<file path="src/rtl/wbc_pkg.sv">
package wbc_pkg;

  typedef enum logic [2:0] {
    CMD_RD   = 3'd0,
    CMD_RDX  = 3'd1,
    CMD_WR   = 3'd2,
    CMD_SC   = 3'd3,
    CMD_WB   = 3'd4,
    CMD_FILL = 3'd5
  } cmd_e;

  // strobes from control to datapath, applied on commit
  typedef struct packed {
    logic dataWe;
    logic tagWe;
    logic setValid;
    logic setDirty;
    logic clrDirty;
    logic setWritable;
    logic clrWritable;
    logic rrAdvance;
  } strobe_t;

endpackage

</file>
<file path="src/rtl/wbc_datapath.sv">
module wbc_datapath
  import wbc_pkg::*;
#(
  parameter int SETS    = 4,
  parameter int WAYS    = 2,
  parameter int ADDR_W  = 8,
  parameter int LINE_W  = 32,
  parameter int TIME_W  = 16,
  parameter int WAY_W   = (WAYS > 1) ? $clog2(WAYS) : 1
) (
  input  logic              clk,
  input  logic              rst_n,
  input  logic [ADDR_W-1:0] reqAddr,
  input  logic [LINE_W-1:0] reqData,
  input  logic              commit,
  input  strobe_t           strb,
  input  logic [WAY_W-1:0]  strbWay,
  output logic              present,
  output logic [WAY_W-1:0]  presentWay,
  output logic              presentWritable,
  output logic [LINE_W-1:0] presentData,
  output logic [WAY_W-1:0]  victimWay,
  output logic              victimValid,
  output logic              victimDirty,
  output logic [ADDR_W-1:0] victimAddr,
  output logic [LINE_W-1:0] victimData,
  output logic [TIME_W-1:0] nowTime
);

  localparam int SET_W = (SETS > 1) ? $clog2(SETS) : 1;
  localparam int TAG_W = ADDR_W - SET_W;

  logic [TAG_W-1:0]  tagQ  [SETS][WAYS];
  logic [LINE_W-1:0] dataQ [SETS][WAYS];
  logic [WAYS-1:0]   validQ [SETS];
  logic [WAYS-1:0]   dirtyQ [SETS];
  logic [WAYS-1:0]   writQ  [SETS];
  logic [WAY_W-1:0]  rrQ    [SETS];
  logic [TIME_W-1:0] nowQ;

  logic [SET_W-1:0] setIdx;
  logic [TAG_W-1:0] reqTag;
  logic [WAYS-1:0]  wayHit;

  assign setIdx = reqAddr[SET_W-1:0];
  assign reqTag = reqAddr[ADDR_W-1:SET_W];

  generate
    for (genvar w = 0; w < WAYS; w++) begin : g_cmp
      assign wayHit[w] = validQ[setIdx][w] && (tagQ[setIdx][w] == reqTag);
    end
  endgenerate

  always_comb begin
    presentWay = '0;
    for (int w = WAYS - 1; w >= 0; w--) begin
      if (wayHit[w]) presentWay = WAY_W'(w);
    end
  end

  assign present         = |wayHit;
  assign presentWritable = writQ[setIdx][presentWay];
  assign presentData     = dataQ[setIdx][presentWay];

  assign victimWay   = rrQ[setIdx];
  assign victimValid = validQ[setIdx][victimWay];
  assign victimDirty = dirtyQ[setIdx][victimWay];
  assign victimAddr  = {tagQ[setIdx][victimWay], setIdx};
  assign victimData  = dataQ[setIdx][victimWay];
  assign nowTime     = nowQ;

  // payload arrays: no reset needed, guarded by valid bits
  always_ff @(posedge clk) begin
    if (commit && strb.tagWe)  tagQ[setIdx][strbWay]  <= reqTag;
    if (commit && strb.dataWe) dataQ[setIdx][strbWay] <= reqData;
  end

  always_ff @(posedge clk or negedge rst_n) begin
    if (!rst_n) begin
      for (int s = 0; s < SETS; s++) begin
        validQ[s] <= '0;
        dirtyQ[s] <= '0;
        writQ[s]  <= '0;
        rrQ[s]    <= '0;
      end
      nowQ <= '0;
    end else begin
      nowQ <= nowQ + 1'b1;
      if (commit) begin
        if (strb.setValid)    validQ[setIdx][strbWay] <= 1'b1;
        if (strb.setDirty)    dirtyQ[setIdx][strbWay] <= 1'b1;
        if (strb.clrDirty)    dirtyQ[setIdx][strbWay] <= 1'b0;
        if (strb.setWritable) writQ[setIdx][strbWay]  <= 1'b1;
        if (strb.clrWritable) writQ[setIdx][strbWay]  <= 1'b0;
        if (strb.rrAdvance) begin
          if (rrQ[setIdx] == WAY_W'(WAYS - 1)) rrQ[setIdx] <= '0;
          else                                 rrQ[setIdx] <= rrQ[setIdx] + 1'b1;
        end
      end
    end
  end

endmodule

</file>
<file path="src/rtl/wbc_control.sv">
module wbc_control
  import wbc_pkg::*;
#(
  parameter int ADDR_W  = 8,
  parameter int LINE_W  = 32,
  parameter int TIME_W  = 16,
  parameter int HIT_LAT = 3,
  parameter int WAY_W   = 1
) (
  input  logic              clk,
  input  logic              rst_n,
  input  logic              reqValid,
  output logic              reqReady,
  input  logic [2:0]        reqCmd,
  input  logic              reqWritable,
  input  logic              present,
  input  logic [WAY_W-1:0]  presentWay,
  input  logic              presentWritable,
  input  logic [LINE_W-1:0] presentData,
  input  logic [WAY_W-1:0]  victimWay,
  input  logic              victimValid,
  input  logic              victimDirty,
  input  logic [ADDR_W-1:0] victimAddr,
  input  logic [LINE_W-1:0] victimData,
  input  logic [TIME_W-1:0] nowTime,
  input  logic              mshrMatch,
  input  logic              wbReady,
  output logic              wbValid,
  output logic [ADDR_W-1:0] wbAddr,
  output logic [LINE_W-1:0] wbData,
  output logic [TIME_W-1:0] wbReadyTime,
  output logic              commit,
  output strobe_t           strb,
  output logic [WAY_W-1:0]  strbWay,
  output logic              respValid,
  output logic              respHandled,
  output logic              respHit,
  output logic              respMiss,
  output logic              respScOk,
  output logic [LINE_W-1:0] respData
);

  cmd_e cmd;
  logic isRead, needExcl, satisfied, needAlloc, allocOk, needWb;
  logic vHandled, vHit, vMiss, vScOk;

  assign cmd      = cmd_e'(reqCmd);
  assign isRead   = (cmd == CMD_RD) || (cmd == CMD_RDX);
  assign needExcl = (cmd == CMD_RDX) || (cmd == CMD_WR) || (cmd == CMD_SC);

  assign satisfied = present && (cmd != CMD_FILL) && (!needExcl || presentWritable);
  assign needAlloc = !present && ((cmd == CMD_WB) || (cmd == CMD_FILL));
  assign allocOk   = needAlloc && !(victimValid && mshrMatch);
  assign needWb    = allocOk && victimValid && victimDirty;

  assign wbValid     = reqValid && needWb;
  assign wbAddr      = victimAddr;
  assign wbData      = victimData;
  assign wbReadyTime = nowTime + TIME_W'(HIT_LAT);

  assign reqReady = !wbValid || wbReady;
  assign commit   = reqValid && reqReady;
  assign strbWay  = present ? presentWay : victimWay;

  always_comb begin
    strb = '0;
    unique case (cmd)
      CMD_WR, CMD_SC: begin
        if (satisfied) begin
          strb.dataWe   = 1'b1;
          strb.setDirty = 1'b1;
        end
      end
      CMD_WB: begin
        if (present) begin
          strb.dataWe   = 1'b1;
          strb.setDirty = 1'b1;
        end else if (allocOk) begin
          strb.tagWe       = 1'b1;
          strb.dataWe      = 1'b1;
          strb.setValid    = 1'b1;
          strb.setDirty    = 1'b1;
          strb.clrWritable = 1'b1;
          strb.rrAdvance   = 1'b1;
        end
      end
      CMD_FILL: begin
        if (present) begin
          strb.setWritable = reqWritable;
          strb.clrWritable = !reqWritable;
        end else if (allocOk) begin
          strb.tagWe       = 1'b1;
          strb.dataWe      = 1'b1;
          strb.setValid    = 1'b1;
          strb.clrDirty    = 1'b1;
          strb.setWritable = reqWritable;
          strb.clrWritable = !reqWritable;
          strb.rrAdvance   = 1'b1;
        end
      end
      default: ;
    endcase
  end

  always_comb begin
    vHit     = satisfied || ((cmd == CMD_WB) && allocOk);
    vMiss    = (cmd != CMD_FILL) && !vHit;
    vScOk    = (cmd == CMD_SC) && satisfied;
    vHandled = satisfied
             || (((cmd == CMD_WB) || (cmd == CMD_FILL)) && (present || allocOk))
             || ((cmd == CMD_SC) && !present);
  end

  always_ff @(posedge clk or negedge rst_n) begin
    if (!rst_n) begin
      respValid   <= 1'b0;
      respHandled <= 1'b0;
      respHit     <= 1'b0;
      respMiss    <= 1'b0;
      respScOk    <= 1'b0;
      respData    <= '0;
    end else begin
      respValid   <= commit;
      respHandled <= commit && vHandled;
      respHit     <= commit && vHit;
      respMiss    <= commit && vMiss;
      respScOk    <= commit && vScOk;
      respData    <= (commit && isRead && satisfied) ? presentData : '0;
    end
  end

endmodule

</file>
<file path="src/rtl/wbc_top.sv">
module wbc_top
  import wbc_pkg::*;
#(
  parameter int SETS    = 4,
  parameter int WAYS    = 2,
  parameter int ADDR_W  = 8,
  parameter int LINE_W  = 32,
  parameter int TIME_W  = 16,
  parameter int HIT_LAT = 3
) (
  input  logic              clk,
  input  logic              rst_n,
  input  logic              reqValid,
  output logic              reqReady,
  input  logic [2:0]        reqCmd,
  input  logic [ADDR_W-1:0] reqAddr,
  input  logic [LINE_W-1:0] reqData,
  input  logic              reqWritable,
  output logic [ADDR_W-1:0] mshrProbeAddr,
  input  logic              mshrMatch,
  output logic              wbValid,
  input  logic              wbReady,
  output logic [ADDR_W-1:0] wbAddr,
  output logic [LINE_W-1:0] wbData,
  output logic [TIME_W-1:0] wbReadyTime,
  output logic              respValid,
  output logic              respHandled,
  output logic              respHit,
  output logic              respMiss,
  output logic              respScOk,
  output logic [LINE_W-1:0] respData
);

  localparam int WAY_W = (WAYS > 1) ? $clog2(WAYS) : 1;

  logic              present, presentWritable, victimValid, victimDirty, commit;
  logic [WAY_W-1:0]  presentWay, victimWay, strbWay;
  logic [LINE_W-1:0] presentData, victimData;
  logic [ADDR_W-1:0] victimAddr;
  logic [TIME_W-1:0] nowTime;
  strobe_t           strb;

  assign mshrProbeAddr = victimAddr;

  wbc_datapath #(
    .SETS(SETS), .WAYS(WAYS), .ADDR_W(ADDR_W), .LINE_W(LINE_W),
    .TIME_W(TIME_W), .WAY_W(WAY_W)
  ) dp_i (
    .clk(clk), .rst_n(rst_n), .reqAddr(reqAddr), .reqData(reqData),
    .commit(commit), .strb(strb), .strbWay(strbWay),
    .present(present), .presentWay(presentWay),
    .presentWritable(presentWritable), .presentData(presentData),
    .victimWay(victimWay), .victimValid(victimValid),
    .victimDirty(victimDirty), .victimAddr(victimAddr),
    .victimData(victimData), .nowTime(nowTime)
  );

  wbc_control #(
    .ADDR_W(ADDR_W), .LINE_W(LINE_W), .TIME_W(TIME_W),
    .HIT_LAT(HIT_LAT), .WAY_W(WAY_W)
  ) ctl_i (
    .clk(clk), .rst_n(rst_n), .reqValid(reqValid), .reqReady(reqReady),
    .reqCmd(reqCmd), .reqWritable(reqWritable),
    .present(present), .presentWay(presentWay),
    .presentWritable(presentWritable), .presentData(presentData),
    .victimWay(victimWay), .victimValid(victimValid),
    .victimDirty(victimDirty), .victimAddr(victimAddr),
    .victimData(victimData), .nowTime(nowTime),
    .mshrMatch(mshrMatch), .wbReady(wbReady), .wbValid(wbValid),
    .wbAddr(wbAddr), .wbData(wbData), .wbReadyTime(wbReadyTime),
    .commit(commit), .strb(strb), .strbWay(strbWay),
    .respValid(respValid), .respHandled(respHandled), .respHit(respHit),
    .respMiss(respMiss), .respScOk(respScOk), .respData(respData)
  );

endmodule

</file>
<file path="config.mk">
export PLATFORM = sky130hd
export DESIGN_NAME = wbc_top
export DESIGN_NICKNAME = d
export VERILOG_FILES = /design/src/rtl/wbc_pkg.sv /design/src/rtl/wbc_datapath.sv /design/src/rtl/wbc_control.sv /design/src/rtl/wbc_top.sv
export SDC_FILE = /design/constraint.sdc
export NUM_CORES = 1
export LEC_CHECK = 0
export BUFFER_PORTS_ARGS = -buffer_cell sky130_fd_sc_hd__buf_2
export CORE_MARGIN = 2
export CORE_UTILIZATION = 57
export CTS_CLUSTER_SIZE = 40
export DETAILED_ROUTE_END_ITERATION = 10
export PLACE_DENSITY = 0.85
export SYNTH_ARGS = -nofsm -noshare
export SYNTH_HDL_FRONTEND = slang
export SYNTH_SLANG_ARGS = --single-unit
</file>
<file path="constraint.sdc">
create_clock -name clk -period 9.4 [get_ports clk]
set_input_delay 1.88 -clock clk [delete_from_list [all_inputs] [get_ports clk]]
set_output_delay 1.88 -clock clk [all_outputs]
set_load 0.005 [all_outputs]
</file>
Yosys cells after proc, flatten, opt, wreduce, memory -nomap -nowiden
Memories as Yosys holds them, arrays and structs flattened.
Index checks and enable logic that the tools add are counted.
Storage, ports and cells
  input port bits: 49
  memories: 2
  memory bits (writable): 304
  flip-flop bits (word level): 81
Cells by class
  order comparisons: 10
  reduce and logical (&&, ||, !) cells: 48
  equal/unequal tests: 8
  muxes and demuxes: 71
  add/subtract/negate cells: 3
  bitwise operators: 12
Memory list
  dp_i.dataQ: words 4, bits a word 64, read ports 1, clocked after memory_dff 0, wr ports 1, line wbc_datapath.sv:34  | logic [LINE_W-1:0] dataQ [SETS][WAYS];
  dp_i.tagQ: words 4, bits a word 12, read ports 1, clocked after memory_dff 0, wr ports 1, line wbc_datapath.sv:33  | logic [TAG_W-1:0] tagQ [SETS][WAYS];
Operators with widths (count)
  two-way mux 32 bit: 8
  two-way mux 64 bit: 1
  two-way mux 8 bit: 6
  demux 32 bit (select 1 bit): 1
  logical AND 1 bit: 27
  two-way mux 2 bit: 12
  two-way mux 6 bit: 4
  OR 8 bit: 3
  two-way mux 1 bit: 20
  adder 16 x 1 -> 16 bit, second input constant: 1
  adder 16 x 2 -> 16 bit, second input constant: 1
  bitwise AND 8 bit: 2
  binary-select mux 2 bit (select 2 bit): 3
  equality test 6 bit: 2
  two-way mux 12 bit: 1
  two-way mux 4 bit: 3
  logical OR 1 bit: 10
  NOT 8 bit: 1
  case mux 2 bit (2 select lines): 2
  demux 6 bit (select 1 bit): 1
  equality test 3 x 2 -> 1 bit, second input constant: 2
  equality test 3 bit, second input constant: 2
  greater-or-equal comparator 2 bit, second input constant: 3
  zero test 1 bit: 6
  other kinds (23): 30

Logic depth before layout (Yosys ltp)
  depth after elaboration: 19
  mapped depth: 13
  gate-level depth less buffers: 8

By module
From an unflattened synthesis, not the netlist that was laid out.
Second synthesis, totals
  cells, all modules: 898
  area, all modules: 16497.1 um^2
By module, submodules not included
  wbc_datapath: seq. area each 10229.8 um^2, area each 14442.6 um^2, times used 1, cells each 704
  wbc_control: seq. area each 925.9 um^2, area each 2054.5 um^2, times used 1, cells each 194

Worst setup path after synthesis
No wires, ideal clock.
  path type: in2out
  start: input port reqAddr[0]
  end: output port wbAddr[2]
  data arrival time: 4.214 ns
  setup slack: 3.306 ns
  stages: 8
  data required time: 7.520 ns
  cell sequence: buf_6 buf_6 buf_4 buf_1 buf_1 mux4_2 mux2_2 buf_4
Between the ends
  cells in the longest elaborated chain, start to end: 8
RTL lines
  from (decl): line wbc_top.sv:16  | input logic [ADDR_W-1:0] reqAddr,
  NOT 2 -> 3 bit (implied by the code): line wbc_datapath.sv:65  | assign victimWay = rrQ[setIdx];
  binary-select mux 1 bit (select 2 bit): line wbc_datapath.sv:65
  two-way mux 1 bit (implied by the code) (2 in series): line wbc_datapath.sv:65
  NOT 1 -> 2 bit (implied by the code): line wbc_datapath.sv:68  | assign victimAddr = {tagQ[setIdx][victimWay], setIdx};
  two-way mux 6 bit (implied by the code) * (3 in series): line wbc_datapath.sv:68
  to (decl): line wbc_top.sv:23  | output logic [ADDR_W-1:0] wbAddr,
Every way passes the cells marked *; elsewhere a longest branch is shown, timed or not. The select of a mux whose other input is x is not followed.

Worst setup path in the final report
  start: input port reqAddr[0]
  end: output port reqReady
Between the ends
  cells in the longest elaborated chain, start to end: 14
RTL lines
  NOT 2 -> 3 bit (implied by the code)
  binary-select mux 2 bit (select 2 bit) / binary-select mux 1 bit (select 2 bit) (equally long branches): line wbc_datapath.sv:50, wbc_datapath.sv:66, wbc_datapath.sv:65
  two-way mux 2 bit (implied by the code) / two-way mux 1 bit (equally long branches) (2 in series): line wbc_datapath.sv:50, wbc_datapath.sv:66, wbc_datapath.sv:65
  two-way mux 1 bit (implied by the code) / logical AND 1 bit (equally long branches): line wbc_datapath.sv:66, wbc_datapath.sv:50
  two-way mux 1 bit (implied by the code) / OR reduction 2 bit (equally long branches): line wbc_datapath.sv:66, wbc_datapath.sv:61
  logical AND 1 bit / zero test 1 bit (equally long branches): line wbc_control.sv:53, wbc_control.sv:52
  zero test 1 bit / logical AND 1 bit (equally long branches): line wbc_control.sv:53, wbc_control.sv:52
  logical AND 1 bit: line wbc_control.sv:53  | assign allocOk = needAlloc && !(victimValid && mshrMatch);
  logical AND 1 bit: line wbc_control.sv:54  | assign needWb = allocOk && victimValid && victimDirty;
  logical AND 1 bit *: line wbc_control.sv:54
  logical AND 1 bit *: line wbc_control.sv:56  | assign wbValid = reqValid && needWb;
  zero test 1 bit *: line wbc_control.sv:61  | assign reqReady = !wbValid || wbReady;
  logical OR 1 bit *: line wbc_control.sv:61
  to (decl): line wbc_top.sv:14  | output logic reqReady,
Marked as above.

==> qor.yml <==
arrival_ps: 4840
finalCriticalPeriod_ps: 6720
post_cts_resized: 0
rr_endpoint: "dp_i.dataQ[1][30]$_DFFE_PP_"
grt_overflow: 0
fin_cells: 1396
finish.instance_area_sq_mm: 0.0182
wire_per_inst_um: 23.1
num_io_pins: 152
place.gp.congestion: 0.830
path_class: "input pin to primary output"
required_ps: 7520
syn_area_sq_mm: 0.0158
htreeDepth: 2
antenna_found_initial: 4
cts_buffer_depth: 3
reg2reg_depth: 9
pre_cts_ws_ps: 2620
die_width_um: 170
setup_viol: 0
grtUsageTotal_pct: 23.1
worstPathMaxFanout: 52
synth_flop_cell: "edfxtp_1"
netlist_instances: 838
cts-root-buf: "clkbuf_16"
std_cell_rows: 60
drc_errors: 0
ctsHoldBuffers: 0
initial_core_util_pct: 58.2
finalHoldViolations: 0
synth_top_area_cell: "edfxtp_1"
cap_violations: 0
slew_violations: 0
drt_iter0_markers: 834
status: "complete, no violations"
r2r_slack_ps: 4850
grt_max_degree: 60
cts.sinks: 385
yosysWarnings: 0
insertion_delay_ps: 540
drtPass1Iterations: 5
cts_tree: "done"
coreArea_sq_mm: 0.0271
synth_top_area_share_pct: 57.8
synth_seq_cells: 385
setup_slack_ps: 2680
area_delta_synth_final_pct: 15.5
clock_skew_ps: 28.0
ir_drop_uv: 167
synth.yosys.seq_area_share_pct: 70.7
period_share_pct: 71.5
vias_per_cell: 5.94
drt-total-wl_um: 32300
whs_path_depth: 1
hp-class: "register to register"
syn_nets: 889
fmax_ghz: 0.149
io_buffers: 151
p_leak_uw: 0.00663
nets: 1042
grt_pass1_wl_um: 49700
placedCellCount: 1323
whs_endpoint: "dp_i.validQ[1]$_DFFE_PN0N_"
setup_tns_ps: 0
pwr_density_cell_mw_per_mm2: 223
vias: 8292
cp-start-kind: "input pin"
async_flop_share_pct: 21.0
placement.cell_area_sq_mm: 0.0169
yosysUniqueCellTypes: 51
dieArea_sq_mm: 0.0290
hold_start: "dp_i.validQ[1]$_DFFE_PN0N_"
grt_pass1_vias: 8524
die_y_um: 170
rsz0062_at_grt: "false"
cts_buffers: 38
dp_hpwl_um: 19100
ant_nets: 0
rr_startpoint: "dp_i.tagQ[2][0]$_DFFE_PP_"
avgSynthCellArea_sq_um: 18.8
relSlewSlack_pct: 23.8
tightest_slew_ps: 1140
synthTopCellsByArea: "edfxtp_1 (58%), mux4_2 (13%), dfrtp_1 (13%)"
clk_pin_slew_worst_paths_ps: 60
cts_setup_buffers: 0
layout-drive-gt1-share_pct: 38.2
synth_edf_count: 304
cp-end-kind: "primary output"
[cells in the final DEF (no fill, tap or decap), types with 8 or more instances in the layout]
| cell type | netlist | routed |
|---|---|---|
| mux4_2 | 91 | 91 |
| xnor2_1 | 24 | 24 |
| nor2_1 | 56 | 55 |
| nand2_1 | 18 | 18 |
| nor3_1 | 8 | 8 |
| clkbuf_16 | 0 | 38 |
| o21ai_0 | 12 | 12 |
| edfxtp_1 | 304 | 304 |
| dfrtp_1 | 81 | 81 |
| xor2_1 | 16 | 16 |
| buf_2 | 5 | 148 |
| buf_4 | 14 | 16 |
| nand3_1 | 10 | 10 |
| mux2i_1 | 33 | 33 |
| mux2_2 | 45 | 45 |
| inv_1 | 8 | 8 |
| or2_2 | 8 | 8 |
[synth_stat cells, types with 8 or more instances]
master,number
edfxtp_1,304
inv_1,8
mux2_2,45
clkbuf_1,17
nor3_1,8
nor2_1,56
or2_2,8
o21ai_0,12
xor2_1,16
dfrtp_1,81
xnor2_1,24
nand2_1,18
mux4_2,91
nand3_1,10
buf_1,11
mux2i_1,33
buf_4,14
[final cells by class]
cell class / instances / area (sq um)
repair buffers: 165 / 872
clock inverters: 22 / 274
diodes: 4 / 10.0
clock buffers: 47 / 1050
flip-flops and latches: 385 / 11200
multi-input cells: 393 / 4360
fillers: 1721 / 8880
inverters: 8 / 30.0
well taps: 372 / 465
[critical path: stages]
cell and delay [ps]:
buf_6 500, buf_4 810, mux4_2 380, a31oi_1 120, or4b_1 530, or3_1 390
buf_2 160
[cells by family after synthesis]
group | count (synthesis) | synth area share [%]
flip-flops | 385 | 70.7
multiplexers | 176 | 18.8
AND/OR/NAND/NOR | 145 | 4.78
buffers and inverters | 60 | 2.04
XOR/XNOR | 40 | 2.22
AO/OA/AOI/OAI | 30 | 1.33
adder cells (fa/ha/maj) | 2 | 0.159
[worst max-delay path by stage]
stage / from / to / slack, ps / depth (start not counted)
after CTS: reqAddr[0] / reqReady / 2610 / 7
after global placement: reqAddr[0] / reqReady / 2620 / 7
after floorplan: reqAddr[0] / wbAddr[2] / 3310 / 8
final: reqAddr[0] / reqReady / 2680 / 7
after detailed placement: reqAddr[0] / reqReady / 2620 / 7
after global routing: reqAddr[0] / reqReady / 2380 / 7
[per-layer routing]
metal  global-route usage (%)  wire (um)
met1                     31.8      12800
met2                     37.9      16000
met3                     4.84       2670
met4                     6.69        742
met5                        0          9
[stage by stage]
step | hold slack [ps] | total power (uW) | utilization (%)
after floorplan | 428 | 2310 | -
after global placement | 446 | 2480 | 62.3
after detailed placement | 447 | 2500 | 62.3
after CTS | 462 | 4080 | 67.2
after global routing | 472 | 4190 | 67.2
final | 459 | 4060 | 67.2
[registers in the layout, indices dropped and copies added, names as in the netlist, named ones only]
| name | cells |
|---|---|
| dp_i.writQ | 1 |
| ctl_i.respData | 32 |
| dp_i.rrQ | 4 |
| dp_i.nowTime | 16 |
| ctl_i.respScOk | 1 |
| ctl_i.respValid | 1 |
| dp_i.dataQ | 256 |
| ctl_i.respHit | 1 |
| ctl_i.respMiss | 1 |
| dp_i.validQ | 8 |
| dp_i.dirtyQ | 1 |
| dp_i.tagQ | 48 |
| ctl_i.respHandled | 1 |
[where the power goes]
group	total, uW	internal, uW	leakage (uW)	switching, uW
Clock	1590	945	0.000654	646
Sequential	1960	1920	0.00379	35.7
Combinational	509	244	0.00218	265
No activity file was read; power rests on OpenSTA's default activity.
